### src/rtl/wiper_pkg.sv
package wiper_pkg;
   // Source that updated the wiper position in a cycle
   typedef enum logic [2:0] {
      SRC_HOLD  = 3'd0,
      SRC_RESET = 3'd1,
      SRC_XFER  = 3'd2,
      SRC_WRITE = 3'd3,
      SRC_STEP  = 3'd4
   } wiper_src_e;
endpackage

### src/rtl/wiper_step_detect.sv
module wiper_step_detect (
   input  logic clk,
   input  logic scl,
   input  logic sda,
   input  logic step_en,
   output logic step_pulse,
   output logic step_up
);
   logic scl_q;

   // Track scl in every cycle, so that an scl already high when reset is released gives no step
   always_ff @(posedge clk) begin
      scl_q <= scl;
   end

   assign step_pulse = step_en & scl & ~scl_q;
   assign step_up    = sda;
endmodule

### src/rtl/wiper_dreg_mux.sv
module wiper_dreg_mux #(
   parameter int CNT_W    = 6,
   parameter int NUM_DREG = 4,
   localparam int SEL_W   = (NUM_DREG > 1) ? $clog2(NUM_DREG) : 1
) (
   input  logic [NUM_DREG*CNT_W-1:0] dreg_bus,
   input  logic [SEL_W-1:0]          sel,
   output logic [CNT_W-1:0]          sel_val,
   output logic [CNT_W-1:0]          zero_val
);
   logic [CNT_W-1:0] regs [NUM_DREG];

   for (genvar k = 0; k < NUM_DREG; k++) begin : g_unpack
      assign regs[k] = dreg_bus[k*CNT_W +: CNT_W];
   end

   always_comb begin
      sel_val = regs[0];
      for (int k = 0; k < NUM_DREG; k++) begin
         if (SEL_W'(k) == sel) sel_val = regs[k];
      end
   end

   assign zero_val = regs[0];
endmodule

### src/rtl/wiper_cnt_reg.sv
module wiper_cnt_reg
   import wiper_pkg::*;
#(
   parameter int CNT_W = 6,
   localparam logic [CNT_W-1:0] TOP_VAL = {CNT_W{1'b1}}
) (
   input  logic             clk,
   input  logic             rst_n,
   input  logic [CNT_W-1:0] rst_val,
   input  logic             xfer_en,
   input  logic [CNT_W-1:0] xfer_val,
   input  logic             wr_en,
   input  logic [CNT_W-1:0] wr_val,
   input  logic             step,
   input  logic             step_up,
   output logic [CNT_W-1:0] pos
);
   wiper_src_e       src;
   logic [CNT_W-1:0] stepped;

   always_comb begin
      if (!rst_n)       src = SRC_RESET;
      else if (xfer_en) src = SRC_XFER;
      else if (wr_en)   src = SRC_WRITE;
      else if (step)    src = SRC_STEP;
      else              src = SRC_HOLD;
   end

   // Saturating single step toward the chosen end
   always_comb begin
      stepped = pos;
      if (step_up && pos != TOP_VAL)               stepped = pos + 1'b1;
      else if (!step_up && pos != '0)              stepped = pos - 1'b1;
   end

   always_ff @(posedge clk) begin
      unique case (src)
         SRC_RESET: pos <= rst_val;
         SRC_XFER:  pos <= xfer_val;
         SRC_WRITE: pos <= wr_val;
         SRC_STEP:  pos <= stepped;
         default:   pos <= pos;
      endcase
   end
endmodule

### src/rtl/wiper_tap_decode.sv
module wiper_tap_decode #(
   parameter int CNT_W   = 6,
   localparam int NTAP   = 1 << CNT_W
) (
   input  logic [CNT_W-1:0] pos,
   output logic [NTAP-1:0]  tap_sel
);
   for (genvar i = 0; i < NTAP; i++) begin : g_tap
      assign tap_sel[i] = (pos == CNT_W'(i));
   end
endmodule

### src/rtl/wiper_counter_top.sv
module wiper_counter_top #(
   parameter int CNT_W    = 6,
   parameter int NUM_DREG = 4,
   localparam int SEL_W   = (NUM_DREG > 1) ? $clog2(NUM_DREG) : 1,
   localparam int NTAP    = 1 << CNT_W
) (
   input  logic                      clk,
   input  logic                      rst_n,
   input  logic                      step_en,
   input  logic                      scl,
   input  logic                      sda,
   input  logic                      wr_en,
   input  logic [CNT_W-1:0]          wr_data,
   input  logic                      xfer_en,
   input  logic [SEL_W-1:0]          xfer_sel,
   input  logic [NUM_DREG*CNT_W-1:0] dreg_bus,
   output logic [CNT_W-1:0]          wiper_pos,
   output logic [NTAP-1:0]           tap_sel
);
   if (CNT_W < 1 || CNT_W > 10) begin : g_bad_width
      $error("wiper_counter_top: CNT_W must be within 1..10");
   end
   if (NUM_DREG < 1) begin : g_bad_dreg
      $error("wiper_counter_top: NUM_DREG must be at least 1");
   end

   logic             step_pulse;
   logic             step_up;
   logic [CNT_W-1:0] sel_val;
   logic [CNT_W-1:0] zero_val;

   wiper_step_detect u_step (
      .clk        (clk),
      .scl        (scl),
      .sda        (sda),
      .step_en    (step_en),
      .step_pulse (step_pulse),
      .step_up    (step_up)
   );

   wiper_dreg_mux #(.CNT_W(CNT_W), .NUM_DREG(NUM_DREG)) u_mux (
      .dreg_bus (dreg_bus),
      .sel      (xfer_sel),
      .sel_val  (sel_val),
      .zero_val (zero_val)
   );

   wiper_cnt_reg #(.CNT_W(CNT_W)) u_cnt (
      .clk      (clk),
      .rst_n    (rst_n),
      .rst_val  (zero_val),
      .xfer_en  (xfer_en),
      .xfer_val (sel_val),
      .wr_en    (wr_en),
      .wr_val   (wr_data),
      .step     (step_pulse),
      .step_up  (step_up),
      .pos      (wiper_pos)
   );

   wiper_tap_decode #(.CNT_W(CNT_W)) u_dec (
      .pos     (wiper_pos),
      .tap_sel (tap_sel)
   );
endmodule

### config.mk
export PLATFORM = sky130hd
export DESIGN_NAME = wiper_counter_top
export DESIGN_NICKNAME = d
export VERILOG_FILES = /design/src/rtl/wiper_pkg.sv /design/src/rtl/wiper_step_detect.sv /design/src/rtl/wiper_dreg_mux.sv /design/src/rtl/wiper_cnt_reg.sv /design/src/rtl/wiper_tap_decode.sv /design/src/rtl/wiper_counter_top.sv
export SDC_FILE = /design/constraint.sdc
export NUM_CORES = 1
export LEC_CHECK = 0
export BUFFER_PORTS_ARGS = -buffer_cell sky130_fd_sc_hd__buf_2
export CELL_PAD_IN_SITES_DETAIL_PLACEMENT = 1
export CELL_PAD_IN_SITES_GLOBAL_PLACEMENT = 1
export CORE_ASPECT_RATIO = 1.25
export CORE_MARGIN = 3
export CORE_UTILIZATION = 23
export CTS_BUF_LIST = sky130_fd_sc_hd__clkbuf_8 sky130_fd_sc_hd__clkbuf_16
export CTS_CLUSTER_SIZE = 25
export DETAILED_ROUTE_END_ITERATION = 10
export HOLD_SLACK_MARGIN = 0.15
export PLACE_DENSITY_LB_ADDON = 0.05
export SYNTH_ARGS = -nofsm -noshare
export SYNTH_HDL_FRONTEND = slang
export SYNTH_SLANG_ARGS = --single-unit
### constraint.sdc
create_clock -name clk -period 2.2 [get_ports clk]
set_input_delay 0.22 -clock clk [delete_from_list [all_inputs] [get_ports clk]]
set_output_delay 0.22 -clock clk [all_outputs]
set_load 0.05 [all_outputs]
==> flow_summary_export.csv, run 1 <==
group,metric,value,unit
outcome,status,"finished, final reports clean",
synth,synthFlopType,"edfxtp_1",
synth,synth_cell_type_count,37,
synth,syn-cell-area,1140,µm²
synth,synth_top_area_frac,0.228,
final_layout,final_cells,332,
sta,rsz0062_at_grt,"no",
final_layout,layout.nets,318,
drt,top_layer_used,"met4",
sta,setup_ws,137,ps
sta,tns,0,ps
clocking,clk_latency,220,ps
drt,dr_total_vias,1570,
clocking,cts_tree,"yes",
synth,synthCells,165,
synth,synth_nets,208,
final_layout,design_area,1850,µm²
critical_path,start_kind,"flip-flop",
critical_path,r2r-end,"u_cnt.pos[4]",
final_layout,syn2layout_area_growth,62.7,%
clocking,cts_setup_buffers,0,
place,pre_cts_ws,193,ps
worst_hold_path,hp-class,"in2reg",
pwr,total_power,0.833,mW
synth,synth-edff-count,6,
clocking,cts_buffer_depth,2,
synth,synth-seq-cells,7,
drt,route.detailed.drc,0,
critical_path,rr_startpoint,"u_cnt.pos[0]",
place,dpl_cell_area,1790,µm²
global_route,grt_antenna_before_repair,0,
critical_path,ff2ff_path_depth,7,
sta,hold_viol_final,0,
drt,avgViaCountPerCell,4.73,
final_layout,fin_util,0.402,
critical_path,cp.required,1980,ps
drt,met3_length,452,µm
sta,drv_slew,0,
place,place.gp.congestion,0.730,
worst_hold_path,min-delay-start,"wr_data[0]",
die,die_area,5820,µm²
drt,ant_nets,0,
place,io_buffer_count,108,
place,dp_hpwl,4.07,mm
synth,ys_async_sr_fraction,0,
clocking,htree_num_levels,1,
global_route,grt_first_pass_wirelength,7.47,mm
global_route,track_usage,0.162,
drt,wl_met1,1.79,mm
sta,skew,2.41,ps
sta,slew_headroom,0.626,
critical_path,cp_max_fo,6,
critical_path,critPathKind,"reg2out",
worst_hold_path,worstHoldEndpoint,"u_cnt.pos[0]",
global_route,overflow,0,
flow_run,cap_violations,0,
clocking,cts_sinks,7,
die,rows,27,
sta,fin_crit,2060,ps
synth,synth_area_per_cell,6.89,µm²
global_route,grt_start_max_net_pins,17,
place,dp_cells,327,
clocking,clkTransAtPathRegs,40,ps
worst_hold_path,whs_path_depth,3,
pwr,ir_worst_vdd,0.325,mV
pwr,leakagePower,0.977,nW
synth,synth_largest_area_cell,"nor2_1",
sta,fmax,485,MHz
drt,wl_met2,2.51,mm
die,core,4590,µm²
sta,holdWs,288,ps
drt,post_drt_wl_per_cell,14.4,µm
critical_path,arrival,1840,ps
clocking,numCtsBuffers,3,
global_route,grt_pass1_vias,1561,
die,start_util,0.247,
critical_path,cp-end-kind,"output port",
drt,first_iter_violations,31,
final_layout,diodes,0,
die,ios,109,
synth,yosys_warnings,0,
synth,synth-seq-area-share,0.176,
drt,firstDrtPassIters,4,
pwr,power.density,451,nW/µm²
clocking,clockRootBuffer,"clkbuf_8",
sta,finalSetupViolCount,0,
die,die_y,84.6,µm
sta,worst_slew_pin_slew,558,ps
die,die-width,68.9,µm
drt,wirelength,4.80,mm
critical_path,r2r_slack,180,ps
final_layout,final_layout_size_suffix_gt1_frac,0.518,
sta,fin_crit_sh,0.938,
synth,netlist_top_cells_area,"nor2_1 23%, edfxtp_1 16%, mux4_2 9.9%",
[flip-flops by register name (all words and copies together), names as in the netlist]
name          cells
u_cnt.pos         6
u_step.scl_q      1
[layout make-up]
| class | instances | area [µm²] |
|---|---|---|
| Sequential cell | 7 | 200 |
| Timing Repair Buffer | 119 | 628 |
| Multi-Input combinational cell | 141 | 891 |
| Fill cell | 639 | 2750 |
| Clock inverter | 1 | 3.75 |
| Tap cell | 58 | 72.6 |
| Inverter | 3 | 11.3 |
| Clock buffer | 3 | 41.3 |
[worst max path at each step]
stage / startpoint / end / depth (start not counted)
after floorplan: u_cnt.pos[0] / u_cnt.pos[0] / 8
after global placement: u_cnt.pos[1] / u_cnt.pos[4] / 7
after detailed placement: u_cnt.pos[0] / u_cnt.pos[4] / 7
after CTS: u_cnt.pos[0] / tap_sel[48] / 5
after global routing: u_cnt.pos[0] / tap_sel[48] / 5
final: u_cnt.pos[0] / tap_sel[16] / 5
[routing by layer]
layer | vias up | track usage
met5 | - | 0
li1 | 780 | -
met2 | 71 | 0.313
met4 | 0 | 0.0355
met3 | 4 | 0.0321
met1 | 715 | 0.173
[Yosys cell counts (2+ instances only)]
cell type	number
nor2_1	69
nand2_1	16
clkbuf_1	8
edfxtp_1	6
nand3_1	6
mux4_2	5
xor2_1	5
and3_1	4
ha_1	4
inv_1	3
nor2b_1	3
o21ai_1	3
a21oi_1	2
a221oi_1	2
a32o_1	2
buf_2	2
buf_4	2
nand2b_1	2
o21ai_0	2
o22ai_1	2
[cells by family (layout without fill, tap and decap cells)]
logic type	Yosys count	count (layout)	synth area share
fa+ha+maj	4	4	0.0441
mux	8	8	0.151
buf+inv	17	126	0.0727
compound gates	19	19	0.120
flops	7	7	0.176
simple gates	105	105	0.398
xor+xnor	5	5	0.0385
[report_power, final]
part / internal [mW] / switching (mW)
Combinational: 0.153 / 0.329
Clock: 0.120 / 0.0508
Sequential: 0.163 / 0.0169
Total: 0.435 / 0.397
[worst max-delay path: stages (launching register included)]
cell and delay (ps):
edfxtp_1 380, inv_1 100, ha_2 220, or3b_1 500, nor2_1 150, buf_2 270
[placed cells by master, fill, tap and decap left out, drive strengths merged, types with 5 or more instances in the layout]
| master | netlist | routed |
|---|---|---|
| nand2 | 16 | 16 |
| nor2 | 69 | 69 |
| buf | 5 | 117 |
| nand3 | 7 | 7 |
| edfxtp | 6 | 6 |
| mux4 | 6 | 6 |
| xor2 | 5 | 5 |
| o21ai | 5 | 5 |
[repair_timing]
action | CTS | global route
endpoints found under the setup margin | 0 | 1
hold endpoints to repair | 1 | 0
gates resized for setup | 0 | 1
hold buffers | 1 | 0
(Power assumes the default switching activity.)
==> inputs of run 2 (changes only) <==
- CORE_ASPECT_RATIO: 1.25 -> not set
==> flow_summary_export.csv, run 2 (synthesis results as in run 1) <==
group,metric,value,unit
final_layout,diodes,0,
final_layout,layout_commonest_cell,"buf_2",
final_layout,multi_input_area,893,µm²
final_layout,final_cells,335,
final_layout,syn2layout_area_growth,61.2,%
global_route,grt_first_pass_wirelength,8.13,mm
global_route,grt_antenna_before_repair,0,
worst_hold_path,worstHoldEndpoint,"u_cnt.pos[0]",
drt,avgViaCountPerCell,4.74,
critical_path,start_kind,"flip-flop",
place,dpl_cell_area,1770,µm²
sta,holdWs,281,ps
global_route,track_usage,0.167,
clocking,cts_buffer_depth,2,
clocking,clk_latency,220,ps
place,place.gp.congestion,0.775,
critical_path,ff2ff_path_depth,7,
clocking,cts_setup_buffers,0,
final_layout,final_cell_mix,"106 x buf_2, 59 x nor2_1, 16 x nand2_1",
sta,finalSetupViolCount,0,
place,dp_cells,330,
critical_path,r2r-end,"u_cnt.pos[5]",
die,rows,24,
die,start_util,0.249,
drt,firstDrtPassIters,4,
sta,drv_slew,0,
sta,fin_crit,2050,ps
critical_path,rr_startpoint,"u_cnt.pos[1]",
worst_hold_path,hp-class,"in2reg",
clocking,cts_sinks,7,
sta,fmax,488,MHz
die,ios,109,
clocking,clockRootBuffer,"clkbuf_8",
critical_path,cp_max_fo,6,
final_layout,final_layout_size_suffix_gt1_frac,0.515,
drt,dr_total_vias,1588,
die,die-width,76.3,µm
final_layout,design_area,1830,µm²
drt,wirelength,5.05,mm
critical_path,cp-end-kind,"output port",
sta,fin_crit_sh,0.931,
outcome,status,"finished, final reports clean",
final_layout,register_area,200,µm²
global_route,grt_pass1_vias,1556,
sta,slew_headroom,0.555,
sta,rsz0062_at_grt,"no",
clocking,clkTransAtPathRegs,40,ps
drt,ant_nets,0,
critical_path,r2r_slack,220,ps
final_layout,fin_util,0.401,
final_layout,reg.largest.list,"u_cnt.pos x6, u_step.scl_q x1",
final_layout,largest-register,"u_cnt.pos",
pwr,power.switching,0.406,mW
global_route,overflow,0,
final_layout,layout.nets,314,
clocking,cts_tree,"yes",
pwr,pwr-share-comb,0.570,
drt,first_iter_violations,40,
die,die_area,5820,µm²
die,die_y,76.3,µm
final_layout,fillCellCount,651,
flow_run,cap_violations,0,
critical_path,cp.required,1980,ps
clocking,htree_num_levels,1,
place,io_buffer_count,108,
pwr,clkPwrFrac,0.211,
pwr,power.density,455,nW/µm²
die,core,4560,µm²
pwr,intPower,0.427,mW
sta,worst_slew_pin_slew,668,ps
final_layout,largest_reg_flops,6,
pwr,power_frac_seq,0.220,
drt,post_drt_wl_per_cell,15.1,µm
sta,skew,0.567,ps
drt,route.detailed.drc,0,
worst_hold_path,min-delay-start,"wr_data[0]",
worst_hold_path,whs_path_depth,3,
clocking,numCtsBuffers,3,
pwr,switching_share,0.487,
pwr,leakagePower,0.958,nW
global_route,grt_start_max_net_pins,17,
place,dp_hpwl,4.08,mm
pwr,ir_worst_vdd,0.153,mV
critical_path,arrival,1830,ps
sta,hold_viol_final,0,
critical_path,critPathKind,"reg2out",
[run 2: cell count changes in the layout (fill, tap and decap cells not counted)]
cell / before / now
buf_4: 10 / 6
buf_2: 107 / 106
clkbuf_4: 1 / 2
or3b_1: 1 / 0
or3b_4: 0 / 1
[run 2: timing repair]
action,CTS,global route
endpoints found under the hold margin,1,0
resized for setup,0,3
hold buffers,1,0
setup endpoints to repair,0,11
[run 2: layout make-up]
class                      instances  share of cell area
multi-input combinational        141               0.488
timing repair buffer             115               0.328
clock buffer                       3              0.0225
clock inverter                     1             0.00205
tap                               65              0.0444
sequential                         7               0.109
inverter                           3             0.00615
[run 2: through the flow]
step           total power [mW]  setup slack, ps  TNS, ps
2_1_floorplan             0.526             -203    -3790
3_3_place_gp              0.653              229        0
3_5_place_dp              0.658              151        0
4_1_cts                   0.838             52.5        0
5_1_grt                   0.884             9.17        0
6_report                  0.833              153        0
[run 2: critical path, cell delays in order (launching register included)]
cell	delay, ps
edfxtp_1	460
inv_1	130
ha_2	180
or3b_4	430
nor2_1	130
clkbuf_4	260
[run 2: power by group through the flow]
stage | registers, mW | logic (mW) | clock network [mW]
finish | 0.183 | 0.475 | 0.175
floorplan | 0.223 | 0.303 | 0
global placement | 0.183 | 0.470 | 0
CTS | 0.182 | 0.477 | 0.179
detailed placement | 0.185 | 0.474 | 0
global route | 0.187 | 0.512 | 0.186
[run 2: routing by layer]
layer / GRT usage / wire [µm] / vias to the layer above
met5: 0 / 0 / -
met4: 0.0254 / 55 / 0
met3: 0.0437 / 423 / 4
met2: 0.269 / 2290 / 76
met1: 0.229 / 2270 / 739
li1: - / - / 769
[run 2: worst max-delay path by stage]
stage / startpoint / endpoint / slack (ps)
global placement: u_cnt.pos[1] / u_cnt.pos[0] / 230
floorplan: u_cnt.pos[0] / u_cnt.pos[0] / -200
CTS: u_cnt.pos[1] / tap_sel[32] / 50
detailed placement: u_cnt.pos[1] / u_cnt.pos[4] / 150
finish: u_cnt.pos[1] / tap_sel[16] / 150
global route: u_cnt.pos[1] / tap_sel[16] / 9
